## src/rtl/tlc_pkg.sv

```systemverilog
package tlc_pkg;
  typedef enum logic [1:0] {
    LIGHT_GREEN  = 2'd0,
    LIGHT_YELLOW = 2'd1,
    LIGHT_RED    = 2'd2
  } light_t;

  typedef enum logic [2:0] {
    PH_HWY_GO,
    PH_HWY_WARN,
    PH_CLEAR_TO_FARM,
    PH_FARM_GO,
    PH_FARM_WARN,
    PH_CLEAR_TO_HWY
  } phase_t;
endpackage

```

## src/rtl/tlc_interval_timer.sv

```systemverilog
module tlc_interval_timer #(
  parameter int W = 5
) (
  input  logic         clk,
  input  logic         rst,
  input  logic         load_i,
  input  logic [W-1:0] load_val_i,
  output logic         zero_o
);
  logic [W-1:0] cnt_q;

  always_ff @(posedge clk) begin
    if (rst)                cnt_q <= '0;
    else if (load_i)        cnt_q <= load_val_i;
    else if (cnt_q != '0)   cnt_q <= cnt_q - 1'b1;
  end

  assign zero_o = (cnt_q == '0);


  load_value_chk: assert property (@(posedge clk) disable iff (rst)
    load_i |=> cnt_q == $past(load_val_i));


  count_down_chk: assert property (@(posedge clk) disable iff (rst)
    (!load_i && cnt_q != '0) |=> cnt_q == W'($past(cnt_q) - 1'b1));
endmodule

```

## src/rtl/tlc_phase_fsm.sv

```systemverilog
module tlc_phase_fsm
  import tlc_pkg::*;
(
  input  logic   clk,
  input  logic   rst,
  input  logic   car_i,
  input  logic   timer_zero_i,
  output phase_t phase_o,
  output logic   load_o,
  output logic   load_long_o
);
  phase_t phase_q, phase_d;

  always_comb begin
    phase_d     = phase_q;
    load_o      = 1'b0;
    load_long_o = 1'b0;
    case (phase_q)
      PH_HWY_GO: if (timer_zero_i && car_i) begin
        phase_d = PH_HWY_WARN;
        load_o  = 1'b1;
      end
      PH_HWY_WARN: if (timer_zero_i) phase_d = PH_CLEAR_TO_FARM;
      PH_CLEAR_TO_FARM: begin
        phase_d     = PH_FARM_GO;
        load_o      = 1'b1;
        load_long_o = 1'b1;
      end
      PH_FARM_GO: if (timer_zero_i || !car_i) begin
        phase_d = PH_FARM_WARN;
        load_o  = 1'b1;
      end
      PH_FARM_WARN: if (timer_zero_i) phase_d = PH_CLEAR_TO_HWY;
      PH_CLEAR_TO_HWY: begin
        phase_d     = PH_HWY_GO;
        load_o      = 1'b1;
        load_long_o = 1'b1;
      end
      default: phase_d = PH_HWY_GO;
    endcase
  end

  always_ff @(posedge clk) begin
    if (rst) phase_q <= PH_HWY_GO;
    else     phase_q <= phase_d;
  end

  assign phase_o = phase_q;


  idle_hold_chk: assert property (@(posedge clk) disable iff (rst)
    (phase_q == PH_HWY_GO && !car_i) |=> phase_q == PH_HWY_GO);


  clear_farm_chk: assert property (@(posedge clk) disable iff (rst)
    (phase_q == PH_CLEAR_TO_FARM) |=> phase_q == PH_FARM_GO);


  clear_hwy_chk: assert property (@(posedge clk) disable iff (rst)
    (phase_q == PH_CLEAR_TO_HWY) |=> phase_q == PH_HWY_GO);


  hwy_warn_exit_chk: assert property (@(posedge clk) disable iff (rst)
    (phase_q == PH_HWY_WARN) |=> (phase_q == PH_HWY_WARN || phase_q == PH_CLEAR_TO_FARM));


  farm_warn_exit_chk: assert property (@(posedge clk) disable iff (rst)
    (phase_q == PH_FARM_WARN) |=> (phase_q == PH_FARM_WARN || phase_q == PH_CLEAR_TO_HWY));


  early_exit_chk: assert property (@(posedge clk) disable iff (rst)
    (phase_q == PH_FARM_GO && !car_i) |=> phase_q == PH_FARM_WARN);
endmodule

```

## src/rtl/tlc_light_decode.sv

```systemverilog
module tlc_light_decode
  import tlc_pkg::*;
(
  input  phase_t phase_i,
  output light_t hwy_o,
  output light_t farm_o
);
  always_comb begin
    hwy_o  = LIGHT_RED;
    farm_o = LIGHT_RED;
    case (phase_i)
      PH_HWY_GO:    hwy_o  = LIGHT_GREEN;
      PH_HWY_WARN:  hwy_o  = LIGHT_YELLOW;
      PH_FARM_GO:   farm_o = LIGHT_GREEN;
      PH_FARM_WARN: farm_o = LIGHT_YELLOW;
      default: ;
    endcase
  end
endmodule

```

## src/rtl/tlc_junction_ctrl.sv

```systemverilog
module tlc_junction_ctrl #(
  parameter int IVL_W = 5
) (
  input  logic             clk,
  input  logic             rst,
  input  logic             car_present,
  input  logic [IVL_W-1:0] long_ivl,
  input  logic [IVL_W-1:0] short_ivl,
  output logic [1:0]       hwy_light,
  output logic [1:0]       farm_light
);
  import tlc_pkg::*;

  phase_t           phase;
  logic             load, load_long, timer_zero;
  logic [IVL_W-1:0] load_val;
  light_t           hwy_l, farm_l;

  assign load_val = load_long ? long_ivl : short_ivl;

  tlc_phase_fsm u_fsm (
    .clk          (clk),
    .rst          (rst),
    .car_i        (car_present),
    .timer_zero_i (timer_zero),
    .phase_o      (phase),
    .load_o       (load),
    .load_long_o  (load_long)
  );

  tlc_interval_timer #(.W(IVL_W)) u_timer (
    .clk        (clk),
    .rst        (rst),
    .load_i     (load),
    .load_val_i (load_val),
    .zero_o     (timer_zero)
  );

  tlc_light_decode u_decode (
    .phase_i (phase),
    .hwy_o   (hwy_l),
    .farm_o  (farm_l)
  );

  assign hwy_light  = hwy_l;
  assign farm_light = farm_l;


  one_way_chk: assert property (@(posedge clk) disable iff (rst)
    !(hwy_light != 2'd2 && farm_light != 2'd2));


  legal_code_chk: assert property (@(posedge clk) disable iff (rst)
    hwy_light != 2'd3 && farm_light != 2'd3);
endmodule

```

## config.mk

```make
export PLATFORM = sky130hd
export DESIGN_NAME = tlc_junction_ctrl
export DESIGN_NICKNAME = d
export VERILOG_FILES = /design/src/rtl/tlc_pkg.sv /design/src/rtl/tlc_interval_timer.sv /design/src/rtl/tlc_phase_fsm.sv /design/src/rtl/tlc_light_decode.sv /design/src/rtl/tlc_junction_ctrl.sv
export SDC_FILE = /design/constraint.sdc
export NUM_CORES = 1
export LEC_CHECK = 0
export ABC_AREA = 0
export BUFFER_PORTS_ARGS = -buffer_cell sky130_fd_sc_hd__buf_2
export CORE_MARGIN = 10
export CORE_UTILIZATION = 25
export DETAILED_ROUTE_END_ITERATION = 7
export SLEW_MARGIN = 15
export SYNTH_ARGS = -nofsm -noshare
export SYNTH_HDL_FRONTEND = slang
export SYNTH_SLANG_ARGS = --single-unit
```

## constraint.sdc

```tcl
create_clock -name clk -period 2.1 [get_ports clk]
set_input_delay 0.42 -clock clk [delete_from_list [all_inputs] [get_ports clk]]
set_output_delay 0.42 -clock clk [all_outputs]
set_load 0.02 [all_outputs]
```

* Word level (Yosys, flattened, before mapping)
Index checks and enable logic that the tools add are counted.
Widths: inputs -> output; s select.
** Operators by class
- Add/sub/neg operators :: 1
- Equal/unequal tests :: 9
- Muxes and demuxes :: 14
- Reduce and logical (&&, ||, !) cells :: 9
** Operators by type and width (number)
- $mux 5 :: 3
- $pmux 3 s5 :: 1
- $mux 3 :: 4
- $ne 2x2->1 const B :: 4
- $pmux 2 s2 :: 2
- $eq 3x2->1 const B :: 2
- $eq 3x3->1 const B :: 2
- $logic_not 5->1 :: 1
- $reduce_bool 5->1 :: 1
- $sub 5x1->5 const B :: 1
- $reduce_and 4->1 :: 1
- $eq 3x1->1 const B :: 1
- $logic_not 3->1 :: 1
- $mux 1 :: 3
- $pmux 1 s3 :: 1
- $reduce_bool 2->1 :: 1
- $reduce_or 2->1 :: 1
- $logic_and 1x1->1 :: 1
- $logic_not 1->1 :: 1
- $logic_or 1x1->1 :: 1
** Word-level totals
- Bits in registers :: 8
- Input port bits :: 13
- Output and inout port bits :: 4

* Logic depth before layout (Yosys ltp)
Gate-level depths: netlist of run 1.
- Depth in word-level cells :: 5
- Mapped depth :: 7

* By module
From an unflattened synthesis of run 1, not the netlist that was laid out.
** Unflattened totals
- Cell total of the unflattened synthesis :: 67
- Area, all modules :: 574.3 sq um
** Modules (own cells, without submodules)
- tlc_interval_timer :: times used 1, cells each 32, area an instance 287.8 sq um, sequential area each 100.1 sq um
- tlc_phase_fsm :: times used 1, cells each 24, area an instance 187.7 sq um, sequential area each 60.1 sq um
- tlc_junction_ctrl :: times used 1, cells each 5, area an instance 56.3 sq um, sequential area each 0.0 sq um
- tlc_light_decode :: times used 1, cells each 6, area an instance 42.5 sq um, sequential area each 0.0 sq um

* Least setup slack after synthesis of run 1
Ideal clock, no wire load.
- Path kind :: register to output
- Start :: register u_fsm.phase_q[2], in the netlist u_fsm.phase_o[2]
- End :: output farm_light[1]
- Data arrival time :: 1.636 ns
- Data required time :: 1.680 ns
- Setup slack :: 0.044 ns
- Stages on the path, launching flop included :: 5
- Buffers on the path :: 1
- Cells stage by stage :: dfxtp_1 > clkbuf_1 > inv_2 > nor3_1 > a21oi_1
** Between the ends
- Cells in the longest elaborated chain, start to end :: 2
- Elaborated cells on any way between the ends :: 3
- Those cells by class :: 2 x eq/ne; 1 x mux
** RTL lines
- start: declaration :: RTL line tlc_phase_fsm.sv:12 : phase_t phase_q, phase_d;
- start signal: assignment :: RTL line tlc_phase_fsm.sv:45 : else phase_q <= phase_d;
- $eq 3x3->1 or $eq 3x2->1 (tied branches) :: RTL line tlc_light_decode.sv:11 : case (phase_i)
- $pmux 2 s2 * :: RTL line tlc_light_decode.sv:11
- end: declaration :: RTL line tlc_junction_ctrl.sv:10 : output logic [1:0] farm_light
Every way passes the cells marked *; elsewhere a longest branch is shown, timed or not.

* Worst setup path in the final report of run 1
- Start :: register u_timer.cnt_q[0]
- End :: register u_timer.cnt_q[4]
** Between the ends
- Cells in the longest elaborated chain, start to end :: 5
- Elaborated cells on any way between the ends :: 11
- Those cells by class :: 1 x add/sub; 5 x mux; 5 x reduce/logical
** RTL lines
- start: declaration :: RTL line tlc_interval_timer.sv:10 : logic [W-1:0] cnt_q;
- start signal: assignment :: RTL line tlc_interval_timer.sv:14 : else if (load_i) cnt_q <= load_val_i;
- start signal: assignment :: RTL line tlc_interval_timer.sv:15 : else if (cnt_q != '0) cnt_q <= cnt_q - 1'b1;
- parallel branches: the longest is 5 deep, another holds $sub 5x1->5
Several ways; the timed one is not identified. The select of a mux whose other input is x is not followed.
A chain may end at the register's enable or synchronous reset.

==> results.cfg, run 1 <==
[power_and_ir_drop]
p_total_mw = 0.979
p_leak_nw = 0.342
ir_worst_vdd_mv = 0.617
powerDensity_nw_per_um2 = 1210

[setup_path]
crit_buf_inv = 1
path_cells = inv_2 -> ha_2 -> or4b_4 -> a221oi_4 -> nand2_1 -> a221oi_2
crit_path_start_kind = flip-flop
regToRegSetupSlack_ns = 0.17
r2r_start = u_timer.cnt_q[0]
worstPathArrival_ns = 2.11
cpPeakStageDelay_ns = 0.51
slowest_stage = or4b_4
crit_cells = 6
crit_type = flip-flop to flip-flop
crit_family = simple AND/OR/NAND/NOR gates
worstSetupEndpointType = flip-flop
critPathLaunch = u_timer.cnt_q[0]
reg2regPathDepth = 6
critPathMaxFanout = 5
critPathCapture = u_timer.cnt_q[4]
reg2reg_to = u_timer.cnt_q[4]
worstPathRequired_ns = 2.28

[placement]
gp_congestion = 0.914
dp.final_hpwl_um = 1400
dp.cells = 130
dpl_worst_slack_ns = 0.0313
place_area_sq_um = 778
numPortBuffers = 16

[grt]
grt_pass1_wl_um = 3040
grt_pass1_vias = 694
overflow = 0
grtUsageTotal = 0.0705
antenna_found_initial = 0
grt_max_degree = 17

[synthesis]
ys_types = 35
synth_edf_count = 0
seq_area_frac_synth = 0.242
syn-instance-count = 87
synth_area_sq_um = 662
ys.flop_type = dfxtp_1
synth_nets = 101
ys_warn_count = 0
avgSynthCellArea_sq_um = 7.61
synthArstFlopShare = 0
ys_ff_latch = 8

[clock_tree]
cts_tree = built
cts.htree.levels = 1
cts.clk_slew.worst_paths_ns = 0.06
cts-resized-gates = 0
numCtsBuffers = 3
root_buffer = clkbuf_4
cts_max_path_buffers = 2
postCtsHoldBufs = 0
cts_sinks = 8
cts_setup_buffers = 0
clk_latency_ns = 0.26

[route]
drt-initial-drc-count = 41
via_per_inst = 5.33
wl_per_cell_um = 13.3
drt_wl_total_um = 1770
drc = 0
num_vias = 709
drtAntennaViolNets = 0
firstDrtPassIters = 4

[cells_and_area]
regArea_sq_um = 160
stdcell_area_sq_um = 807
multi_input_comb_area_sq_um = 458
syn_to_final_growth_pct = 21.9
fin_util = 0.323
nets = 119
fill_cells = 264
instances_no_fill = 133
num_antenna_cells = 0
drive_gt1_frac = 0.301

[sta]
hold_viol = 0
finalCritPeriodShare = 0.920
rsz0062_at_grt = false
setup_tns_ns = 0
finalWorstSetupSlack_ns = 0.168
tightest_slew_ns = 0.467
setup_viol = 0
fin_crit_ns = 1.93
finalClockSkew_ns = 0.00154
hold_slack_ns = 0.407
slew_headroom = 0.688
max_freq_ghz = 0.518
slew_viol_final = 0

[floorplanning]
initial_utilization = 0.265
core.rowCount = 18
die_x_um = 71.5
die-area_sq_um = 5110
fp.dieH_um = 71.5
core_region_area_sq_um = 2500
num_io_pins = 17

[min_path]
hold_depth = 3
hold_path.class = input port to flip-flop

[flow_run]
max_cap_violations = 0

[status]
outcome = finished, final reports clean
==> worst min-delay path by stage <==
| stage | from | end |
|---|---|---|
| after floorplan | long_ivl[2] | u_timer.cnt_q[2] |
| after global placement | u_timer.cnt_q[4] | u_timer.cnt_q[4] |
| after detailed placement | u_timer.cnt_q[4] | u_timer.cnt_q[4] |
| after CTS | long_ivl[2] | u_timer.cnt_q[2] |
| after global routing | long_ivl[2] | u_timer.cnt_q[2] |
| final | long_ivl[2] | u_timer.cnt_q[2] |
==> power by group <==
group / leakage (nW) / switching (mW) / internal (mW)
logic: 0.263 / 0.281 / 0.284
clock network: 0.0138 / 0.0563 / 0.0657
registers: 0.0658 / 0.0896 / 0.202
total: 0.342 / 0.427 / 0.552
==> final cells by class <==
class | instances | share of cell area
Clock buffer | 3 | 0.0279
Inverter | 7 | 0.0326
Multi-Input combinational cell | 66 | 0.567
Sequential cell | 8 | 0.198
Tap cell | 30 | 0.0465
Timing Repair Buffer | 19 | 0.127
==> metal layers <==
metal  wire length, um  track usage
met1               765       0.0772
met2               870        0.120
met3               116       0.0358
met4                14       0.0129
met5                 0            0
==> layout by cell type (no fill, tap or decap), types with 3 or more instances in the layout <==
cell type | synthesis | layout
nor2b_1 | 4 | 4
nand2_1 | 10 | 10
o21ai_0 | 3 | 3
buf_4 | 0 | 3
a21oi_1 | 4 | 4
inv_2 | 2 | 3
dfxtp_1 | 8 | 8
inv_1 | 5 | 4
a31oi_1 | 6 | 6
clkbuf_4 | 0 | 3
buf_2 | 1 | 16
nor2_1 | 4 | 4
==> cell families after synthesis <==
logic type,synth area share
compound gates,0.316
buf+inv,0.0756
flops,0.242
simple gates,0.321
xor+xnor,0.0265
fa+ha+maj,0.0189
==> worst reg2reg max path: cells and delay by family, from the launching register on <==
family          cells  cell delay [ns]
compound gates      2             0.58
fa+ha+maj           1             0.20
simple gates        2             0.62
buf+inv             1             0.09
flops               1             0.35
==> flip-flops by register name (all words and copies together), names as in the netlist <==
name	count
u_timer.cnt_q	5
u_fsm.phase_o	3
==> Yosys cell counts, types with 3 or more instances <==
cell      number  share of area
dfxtp_1        8           0.24
nand2_1       10          0.057
clkbuf_1       5          0.028
nor2b_1        4          0.038
nor2_1         4          0.023
inv_1          5          0.028
a21oi_1        4          0.030
a31oi_1        6          0.057
o21ai_0        3          0.023
No activity file was read; power rests on OpenSTA's default activity.
==> run 2, diff against run 1 <==
Settings changed: CORE_UTILIZATION 25 to 45, PLACE_DENSITY set to 0.7.
==> run 2 against run 1 <==
Via count decreased by 0.14%; total power grew 5.0%; sequential share of layout area up 0.16 points; highest routed layer unchanged; final cell count decreased by 11%.
==> results.cfg, run 2 (same netlist as run 1, synthesis figures left out) <==
[cells_and_area]
regMostFlops = u_timer.cnt_q
layout_commonest_cell = buf_2
num_antenna_cells = 0
syn_to_final_growth_pct = 21.0
largest_reg_flops = 5
nets = 119
regArea_sq_um = 160
instances_no_fill = 118
stdcell_area_sq_um = 801
drive_gt1_frac = 0.311
fill_cells = 127
layout_common_cells = buf_2 (16), nand2_1 (10), dfxtp_1 (8), a31oi_1 (6), inv_1 (5)
multi_input_comb_area_sq_um = 470

[floorplanning]
die-area_sq_um = 3400
num_io_pins = 17
die_x_um = 58.4
fp.dieH_um = 58.4
core_region_area_sq_um = 1350
core.rowCount = 13
initial_utilization = 0.490

[route]
via_per_inst = 6.00
firstDrtPassIters = 4
wl_per_cell_um = 16.0
drt_wl_total_um = 1890
drt-initial-drc-count = 11
drtAntennaViolNets = 0
num_vias = 708
drc = 0

[placement]
gp_congestion = 0.848
numPortBuffers = 16
dp.cells = 115
place_area_sq_um = 759
dp.final_hpwl_um = 1440

[setup_path]
critPathMaxFanout = 5
worstPathArrival_ns = 2.17
r2r_start = u_timer.cnt_q[0]
crit_path_start_kind = flip-flop
worstPathRequired_ns = 2.27
crit_type = flip-flop to flip-flop
worstSetupEndpointType = flip-flop
critPathLaunch = u_timer.cnt_q[0]

[sta]
fin_crit_ns = 2.00
setup_tns_ns = 0
max_freq_ghz = 0.499
slew_viol_final = 0
finalCritPeriodShare = 0.954
hold_slack_ns = 0.396
rsz0062_at_grt = false
setup_viol = 0
hold_viol = 0
tightest_slew_ns = 0.548
finalClockSkew_ns = 0.0119
slew_headroom = 0.634

[min_path]
hold_path.class = input port to flip-flop
min-delay-start = long_ivl[4]

[grt]
antenna_found_initial = 0
grt_pass1_wl_um = 3170
grt_pass1_vias = 733
grtUsageTotal = 0.115
grt_max_degree = 17
overflow = 0

[clock_tree]
cts.htree.levels = 1
numCtsBuffers = 3
cts_tree = built
root_buffer = clkbuf_4
cts.clk_slew.worst_paths_ns = 0.06
cts_sinks = 8
cts_max_path_buffers = 2
clk_latency_ns = 0.26
postCtsHoldBufs = 0

[flow_run]
max_cap_violations = 0

[power_and_ir_drop]
p_leak_nw = 0.345
ir_worst_vdd_mv = 0.675
powerDensity_nw_per_um2 = 1280

[status]
outcome = finished, final reports clean
-- run 2: cell counts in the layout (fill, tap and decap cells not counted) --
No cell type changed its count.
-- run 2: path summary, 6_finish.rpt --
path | to | slack, ns | cells after the start
min reg2reg | u_timer.cnt_q[4] | 0.62 | 2
max | u_timer.cnt_q[2] | 0.1 | 6
max reg2reg | u_timer.cnt_q[2] | 0.1 | 6
min | u_timer.cnt_q[4] | 0.40 | 3
-- run 2: metal layers --
metal  wire (um)  vias to the layer above  track usage  part of all wire
li1            -                      357            -                 -
met1         857                      325        0.135              0.45
met2         908                       24        0.178              0.48
met3         113                        2       0.0515             0.060
met4           8                        0       0.0470            0.0042
met5           0                        -            0                 0
-- run 2: where the power goes --
part           internal (mW)  switching, mW  leakage (nW)
clock network         0.0658         0.0585        0.0138
registers              0.202         0.0977        0.0658
logic                  0.295          0.309         0.265
-- run 2: timing repair --
item                                    4_1_cts  5_1_grt
resized for setup                             0        4
setup buffers                                 0        0
endpoints found under the setup margin        0        4
-- run 2: layout make-up --
| cell class | instances | area share |
|---|---|---|
| clock buffer | 3 | 0.0281 |
| inverter | 7 | 0.0328 |
| multi-input combinational | 66 | 0.587 |
| sequential | 8 | 0.200 |
| tap | 15 | 0.0234 |
| timing repair buffer | 19 | 0.128 |
-- run 2: through the flow --
stage / utilization / setup WS, ns / total power [mW]
after global routing: 0.593 / 0.0140 / 1.12
final: 0.593 / 0.0971 / 1.03
after floorplan: - / 0.0435 / 0.705
after global placement: 0.563 / 0.134 / 0.839
after detailed placement: 0.563 / 0.0307 / 0.859
after CTS: 0.579 / 0.0211 / 0.985
-- run 2: worst max-delay path, stage by stage (launching register included) --
cell,delay [ns]
dfxtp_1,0.35
inv_1,0.14
ha_2,0.22
or4b_4,0.51
a221oi_4,0.35
nand2_1,0.11
a221oi_2,0.23
